--- src/rtl/boot_sig_pkg.sv ---
package boot_sig_pkg;

  typedef enum logic [1:0] {
    SRC_NONE    = 2'b00,
    SRC_FLASH   = 2'b01,
    SRC_ROM_CFG = 2'b10,
    SRC_ROM_DEF = 2'b11
  } boot_src_e;

  localparam int SIG_BYTES = 4;

  // byte idx of a packed signature; the first byte sits in the top lane
  function automatic logic [7:0] sig_byte(input logic [31:0] sig, input logic [1:0] idx);
    return sig[8*(SIG_BYTES-1-int'(idx)) +: 8];
  endfunction

  function automatic boot_src_e rom_outcome(input logic cfg_ok);
    return cfg_ok ? SRC_ROM_CFG : SRC_ROM_DEF;
  endfunction

endpackage

--- src/rtl/sig_probe.sv ---
module sig_probe
  import boot_sig_pkg::*;
#(
  parameter int AW      = 16,
  parameter int TIMEOUT = 64
) (
  input  logic          clk,
  input  logic          rst_n,
  input  logic          start,
  input  logic [AW-1:0] base,
  input  logic [31:0]   sig,
  output logic          rd_req,
  output logic [AW-1:0] rd_addr,
  input  logic          rd_ack,
  input  logic [7:0]    rd_data,
  output logic          fin,
  output logic          hit
);

  localparam int TW = $clog2(TIMEOUT + 1);
  localparam logic [TW-1:0] TLAST = TW'(TIMEOUT - 1);

  typedef enum logic [1:0] {PR_IDLE, PR_ISSUE, PR_WAIT} pst_e;

  pst_e          st;
  logic [1:0]    idx;
  logic [TW-1:0] timer;
  logic [AW-1:0] base_q;
  logic [31:0]   sig_q;
  logic          fin_q, hit_q;

  // named events for the assertions
  logic got, byte_eq, last, expired, step_ok, finish;
  assign got     = (st == PR_WAIT) && rd_ack;
  assign byte_eq = (rd_data == sig_byte(sig_q, idx));
  assign last    = (idx == 2'(SIG_BYTES - 1));
  assign expired = (st == PR_WAIT) && !rd_ack && (timer == TLAST);
  assign step_ok = got && byte_eq && !last;
  assign finish  = expired || (got && (!byte_eq || last));

  always_ff @(posedge clk) begin
    if (!rst_n) begin
      st     <= PR_IDLE;
      idx    <= '0;
      timer  <= '0;
      base_q <= '0;
      sig_q  <= '0;
      fin_q  <= 1'b0;
      hit_q  <= 1'b0;
    end else begin
      fin_q <= finish;
      if (finish) hit_q <= got && byte_eq && last;
      unique case (st)
        PR_IDLE: if (start) begin
          base_q <= base;
          sig_q  <= sig;
          idx    <= '0;
          st     <= PR_ISSUE;
        end
        PR_ISSUE: begin
          timer <= '0;
          st    <= PR_WAIT;
        end
        PR_WAIT: begin
          if (finish) begin
            st <= PR_IDLE;
          end else if (step_ok) begin
            idx <= idx + 2'd1;
            st  <= PR_ISSUE;
          end else begin
            timer <= timer + TW'(1);
          end
        end
        default: st <= PR_IDLE;
      endcase
    end
  end

  assign rd_req  = (st == PR_ISSUE);
  assign rd_addr = base_q + AW'(idx);
  assign fin     = fin_q;
  assign hit     = hit_q;

  a_r10_req_single: assert property (@(posedge clk) disable iff (!rst_n)
    rd_req |=> !rd_req);
  a_r7_next_addr: assert property (@(posedge clk) disable iff (!rst_n)
    step_ok |=> (rd_req && rd_addr == $past(rd_addr) + AW'(1)));
  a_r8_expire_miss: assert property (@(posedge clk) disable iff (!rst_n)
    expired |=> (fin && !hit));
  a_r7_miss_stops: assert property (@(posedge clk) disable iff (!rst_n)
    (got && !byte_eq) |=> (fin && !hit && !rd_req));

endmodule

--- src/rtl/boot_sig_detect.sv ---
module boot_sig_detect
  import boot_sig_pkg::*;
#(
  parameter int          FLASH_AW    = 24,
  parameter int          EEP_AW      = 16,
  parameter int          TIMEOUT     = 64,
  parameter logic [23:0] FLASH_BASE  = 24'h00FFFA,
  parameter logic [31:0] FLASH_SIG   = 32'h32444655,
  parameter logic [15:0] CFG1_BASE   = 16'h00FC,
  parameter logic [31:0] CFG1_SIG    = 32'h41544132,
  parameter logic [15:0] CFG2_BASE   = 16'h017C,
  parameter logic [31:0] CFG2_SIG    = 32'h65636631,
  parameter logic [23:0] EXT_START   = 24'h000000,
  parameter logic [23:0] ROM_START   = 24'hFF0000
) (
  input  logic                clk,
  input  logic                rst_n,
  output logic                flash_req,
  output logic [FLASH_AW-1:0] flash_addr,
  input  logic                flash_ack,
  input  logic [7:0]          flash_data,
  output logic                eep_req,
  output logic [EEP_AW-1:0]   eep_addr,
  input  logic                eep_ack,
  input  logic [7:0]          eep_data,
  output logic [1:0]          boot_src,
  output logic                boot_done,
  output logic [23:0]         boot_addr
);

  typedef enum logic [1:0] {PH_FLASH, PH_CFG1, PH_CFG2, PH_END} phase_e;

  phase_e    ph;
  logic      kick;
  boot_src_e src_q;
  logic [23:0] addr_q;
  logic      done_q;

  logic f_fin, f_hit, e_fin, e_hit;
  logic f_start, e_start;
  logic [EEP_AW-1:0] e_base;
  logic [31:0]       e_sig;

  assign f_start = kick && (ph == PH_FLASH);
  assign e_start = kick && (ph == PH_CFG1 || ph == PH_CFG2);
  assign e_base  = (ph == PH_CFG2) ? EEP_AW'(CFG2_BASE) : EEP_AW'(CFG1_BASE);
  assign e_sig   = (ph == PH_CFG2) ? CFG2_SIG : CFG1_SIG;

  sig_probe #(.AW(FLASH_AW), .TIMEOUT(TIMEOUT)) u_flash_probe (
    .clk(clk), .rst_n(rst_n), .start(f_start),
    .base(FLASH_AW'(FLASH_BASE)), .sig(FLASH_SIG),
    .rd_req(flash_req), .rd_addr(flash_addr),
    .rd_ack(flash_ack), .rd_data(flash_data),
    .fin(f_fin), .hit(f_hit)
  );

  sig_probe #(.AW(EEP_AW), .TIMEOUT(TIMEOUT)) u_eep_probe (
    .clk(clk), .rst_n(rst_n), .start(e_start),
    .base(e_base), .sig(e_sig),
    .rd_req(eep_req), .rd_addr(eep_addr),
    .rd_ack(eep_ack), .rd_data(eep_data),
    .fin(e_fin), .hit(e_hit)
  );

  always_ff @(posedge clk) begin
    if (!rst_n) begin
      ph     <= PH_FLASH;
      kick   <= 1'b1;
      src_q  <= SRC_NONE;
      addr_q <= '0;
      done_q <= 1'b0;
    end else begin
      kick   <= 1'b0;
      done_q <= 1'b0;
      unique case (ph)
        PH_FLASH: if (f_fin) begin
          if (f_hit) begin
            ph     <= PH_END;
            src_q  <= SRC_FLASH;
            addr_q <= EXT_START;
            done_q <= 1'b1;
          end else begin
            ph   <= PH_CFG1;
            kick <= 1'b1;
          end
        end
        PH_CFG1: if (e_fin) begin
          if (e_hit) begin
            ph   <= PH_CFG2;
            kick <= 1'b1;
          end else begin
            ph     <= PH_END;
            src_q  <= SRC_ROM_DEF;
            addr_q <= ROM_START;
            done_q <= 1'b1;
          end
        end
        PH_CFG2: if (e_fin) begin
          ph     <= PH_END;
          src_q  <= rom_outcome(e_hit);
          addr_q <= ROM_START;
          done_q <= 1'b1;
        end
        default: ph <= PH_END;
      endcase
    end
  end

  assign boot_src  = src_q;
  assign boot_addr = addr_q;
  assign boot_done = done_q;

  a_r1_flash_first: assert property (@(posedge clk) disable iff (!rst_n)
    (ph == PH_FLASH) |-> !eep_req);
  a_r9_done_pulse: assert property (@(posedge clk) disable iff (!rst_n)
    boot_done |=> !boot_done);
  a_r9_hold: assert property (@(posedge clk) disable iff (!rst_n)
    (ph == PH_END && !boot_done) |-> ($stable(boot_src) && $stable(boot_addr)));
  a_r9_pending_code: assert property (@(posedge clk) disable iff (!rst_n)
    (ph != PH_END) |-> (boot_src == SRC_NONE && !boot_done));
  a_r3_flash_start: assert property (@(posedge clk) disable iff (!rst_n)
    (boot_done && boot_src == SRC_FLASH) |-> (boot_addr == EXT_START));
  a_r1_quiet_after: assert property (@(posedge clk) disable iff (!rst_n)
    (ph == PH_END) |-> (!flash_req && !eep_req));

endmodule

--- config.mk ---
export PLATFORM = sky130hd
export DESIGN_NAME = boot_sig_detect
export DESIGN_NICKNAME = d
export VERILOG_FILES = /design/src/rtl/boot_sig_pkg.sv /design/src/rtl/sig_probe.sv /design/src/rtl/boot_sig_detect.sv
export SDC_FILE = /design/constraint.sdc
export NUM_CORES = 1
export LEC_CHECK = 0
export BUFFER_PORTS_ARGS = -buffer_cell sky130_fd_sc_hd__buf_2
export CAP_MARGIN = 40
export CORE_MARGIN = 2
export CORE_UTILIZATION = 53
export DETAILED_ROUTE_END_ITERATION = 7
export GPL_ROUTABILITY_DRIVEN = 0
export PLACE_DENSITY_LB_ADDON = 0.3
export SKIP_CTS_REPAIR_TIMING = 1
export SYNTH_ARGS = -nofsm -noshare
export SYNTH_HDL_FRONTEND = slang
export SYNTH_HIERARCHICAL = 1
export SYNTH_SLANG_ARGS = --single-unit
--- constraint.sdc ---
create_clock -name clk -period 3.12 [get_ports clk]
set_clock_uncertainty 0.1 [all_clocks]
set_input_delay 0.624 -clock clk [delete_from_list [all_inputs] [get_ports clk]]
set_output_delay 0.624 -clock clk [all_outputs]
set_load 0.02 [all_outputs]
==> flow_summary_export.csv <==
group,metric,value,unit
floorplanning,num_io_pins,89,
synthesis,seq_area_frac_synth,39.5,%
synthesis,synth_top_family_by_area,"simple AND/OR/NAND/NOR gates",
synthesis,syn_area_per_cell,8.38,um^2
floorplanning,die_w,118,um
timing,hold_viol,0,
route,ant_nets,0,
route,drt_iter0_drc,316,
timing,whs,0.350,ns
floorplanning,core-area,12700,um^2
worst_setup_path,start_kind,"register",
route,dr.pass1.iters,5,
flow_run,cap_violations,0,
synthesis,synth-compound-area-share,14.9,%
global_route,global_route.overflow_total,0,
synthesis,synthesis.area,6900,um^2
timing,rsz0062_at_grt,"true",
placement,io_buffers,72,
route,vias,5545,
route,route.detailed.drc,0,
final_layout,drive_gt1_share,15.2,%
synthesis,muxShareOfSynthArea,6.33,%
final_layout,syn2layout_area_growth,20.1,%
clock_network,numCtsBuffers,17,
worst_setup_path,required,2.40,ns
global_route,grt_pass1_vias,5053,
final_layout,final_nets,1007,
outcome,status,"completed",
floorplanning,std_cell_rows,41,
synthesis,synth_cell_types,58,
worst_setup_path,crit_path_start,"u_flash_probe/idx[0]$_SDFFE_PN0P_",
power,peakVddDrop,0.000415,V
worst_setup_path,endpoint,"flash_addr[22]",
clock_network,clock_path_buffers,2,
global_route,grt_max_degree,74,
synthesis,synthArstFlopShare,0,%
timing,setup_viol,0,
floorplanning,fp.dieH,118,um
final_layout,n_antenna_cell,0,
worst_setup_path,critPathKind,"reg2out",
synthesis,synth_fa_ha_area_share,3.30,%
floorplanning,die-area,13900,um^2
worst_setup_path,cp-end-kind,"output pin",
worst_setup_path,cp_data_arrival_time,2.34,ns
min_path,holdCritPathClass,"reg2reg",
clock_network,cts.sinks,136,
floorplanning,start_util,54.4,%
synthesis,synth_xor_area_share,7.62,%
worst_setup_path,r2r-start,"u_eep_probe/idx[0]$_SDFFE_PN0P_",
timing,slew_viol_final,0,
placement,dp_hpwl,9160,um
timing,setup-tns-final,0,ns
clock_network,path_clk_slew,0.05,ns
timing,period_share,98.2,%
clock_network,cts_tree,"built",
synthesis,synth-simple-area-share,22.3,%
timing,tightest_slew,0.657,ns
worst_setup_path,reg2regPathDepth,6,
synthesis,syn-instance-count,823,
timing,period_needed,3.06,ns
timing,slew_headroom,56.1,%
synthesis,synth_seq_cells,136,
global_route,grt_pass1_wl,23400,um
synthesis,synth-edff-count,0,
timing,max_freq,326,MHz
synthesis,synth_warnings,6,
worst_setup_path,r2r_end,"u_eep_probe/idx[1]$_SDFFE_PN0P_",
clock_network,clock-root-buffer,"clkbuf_16",
route,postRouteWirelength,13800,um
global_route,grt_usage,20.2,%
clock_network,h-tree-depth,4,
worst_setup_path,r2r_setup_slack,0.48,ns
global_route,antenna_found_initial,0,
route,wire_per_inst,12.0,um
worst_setup_path,crit_fanout,3,
power,p_leak,3.37,nW
power,powerDensity,715,nW/um^2
synthesis,synth_top_flop_cell,"dfxtp_1",
power,p_total,5.93,mW
clock_network,clk_latency,0.42,ns
route,viasPerCell,4.81,
-- synth_stat cells, types with 3 or more instances --
library cell	count	area share, %
nand2_1	245	13
dfxtp_1	136	39
a21oi_1	62	4.5
a21boi_0	56	6.1
xnor2_1	46	5.8
clkbuf_1	37	2.0
nor2_1	25	1.4
buf_4	24	2.6
inv_1	17	0.92
ha_1	15	2.7
nand3_1	15	1.1
xor2_1	14	1.8
mux4_2	10	3.3
nand4_1	10	0.91
mux2i_1	8	1.2
nor2b_1	8	0.73
and3_1	7	0.63
nand2b_1	7	0.63
o21ai_0	7	0.51
and4_1	6	0.76
mux4_1	5	1.9
a211oi_1	4	0.44
o21a_1	4	0.44
a311oi_1	3	0.38
a31oi_1	3	0.27
and2_1	3	0.27
nor3_1	3	0.22
-- sequential cells by signal (all words and copies together) (netlist names) --
register and flops:
u_eep_probe/sig_q 32, u_flash_probe/sig_q 32, u_flash_probe/base_q 24, u_eep_probe/base_q 16
u_eep_probe/timer 7, u_flash_probe/timer 7, ph 2, u_eep_probe/idx 2
u_eep_probe/st 2, u_flash_probe/idx 2, u_flash_probe/st 2, boot_addr 1
boot_done 1, boot_src 1, kick 1, u_eep_probe/fin 1
u_eep_probe/hit 1, u_flash_probe/fin 1, u_flash_probe/hit 1
-- metrics by stage --
| stage | utilization, % | setup WS (ns) | instance area (um^2) | instances |
|---|---|---|---|---|
| 4_1_cts | 64.7 | -0.160 | 8200 | 1149 |
| 2_1_floorplan | - | 0.0894 | 7290 | 926 |
| 6_report | 65.4 | 0.0567 | 8290 | 1154 |
| 5_1_grt | 65.4 | -0.0809 | 8290 | 1154 |
| 3_5_place_dp | 60.3 | 0.297 | 7640 | 1118 |
| 3_3_place_gp | 60.3 | 0.362 | 7640 | 1118 |
-- worst min path at each step --
stage	slack [ns]	depth (start not counted)	to	from
finish	0.35	2	u_eep_probe/sig_q[27]$_SDFFE_PN0P_	u_eep_probe/sig_q[27]$_SDFFE_PN0P_
global route	0.37	2	u_eep_probe/sig_q[7]$_SDFFE_PN0P_	u_eep_probe/sig_q[7]$_SDFFE_PN0P_
CTS	0.35	2	u_eep_probe/sig_q[27]$_SDFFE_PN0P_	u_eep_probe/sig_q[27]$_SDFFE_PN0P_
detailed placement	0.34	2	u_eep_probe/sig_q[27]$_SDFFE_PN0P_	u_eep_probe/sig_q[27]$_SDFFE_PN0P_
global placement	0.34	2	u_eep_probe/sig_q[26]$_SDFFE_PN0P_	u_eep_probe/sig_q[26]$_SDFFE_PN0P_
floorplan	0.33	2	u_eep_probe/sig_q[16]$_SDFFE_PN0P_	u_eep_probe/sig_q[16]$_SDFFE_PN0P_
-- cell usage in the layout, fill, tap and decap left out, drive strengths merged, types with 8 or more instances in the layout --
master | synthesis | layout
mux2i | 8 | 8
a21boi | 56 | 56
xnor2 | 46 | 46
nor2b | 8 | 8
clkbuf | 37 | 30
nand2 | 245 | 245
mux4 | 15 | 15
dfxtp | 136 | 136
nand4 | 11 | 11
o21ai | 8 | 8
nand3 | 15 | 15
buf | 27 | 89
ha | 15 | 15
nor2 | 25 | 25
a21oi | 62 | 62
xor2 | 14 | 14
inv | 18 | 18
conb | 2 | 105
-- per-layer routing --
layer  track usage, %  wire length (um)  up-vias
met5                0                 0        -
met4             6.48               140        0
met3             5.38               551       14
met2             32.6              6630      101
met1             26.4              6500     2483
li1                 -                 -     2947
-- cell families after synthesis --
logic type,after synthesis
other,2
AO/OA/AOI/OAI,155
adder cells (fa/ha/maj),17
XOR/XNOR,60
flip-flops,136
multiplexers,23
buffers and inverters,82
AND/OR/NAND/NOR,348
-- critical path, cell delays in order (launching register included) --
cell	delay, ns
dfxtp_2	0.35
ha_4	0.14
inv_2	0.03
fa_2	0.34
and4b_2	0.33
nand4_1	0.18
nor2_2	0.14
nand2_1	0.07
xnor2_1	0.16
buf_4	0.16
-- area by class of cell --
type	instances	area [um^2]
timing repair buffer	89	523
clock buffer	30	554
sequential	136	2730
fill	1101	4380
inverter	18	67.6
tap	172	215
multi-input combinational	708	4200
clock inverter	1	5.00
-- where the power goes --
part / switching (mW) / total [mW] / leakage, nW / internal, mW
clock: 0.691 / 1.87 / 0.277 / 1.18
combinational: 1.13 / 1.78 / 1.99 / 0.653
sequential: 0.236 / 2.27 / 1.11 / 2.04
total: 2.05 / 5.93 / 3.37 / 3.87
Power figures use the tool's default switching activity.
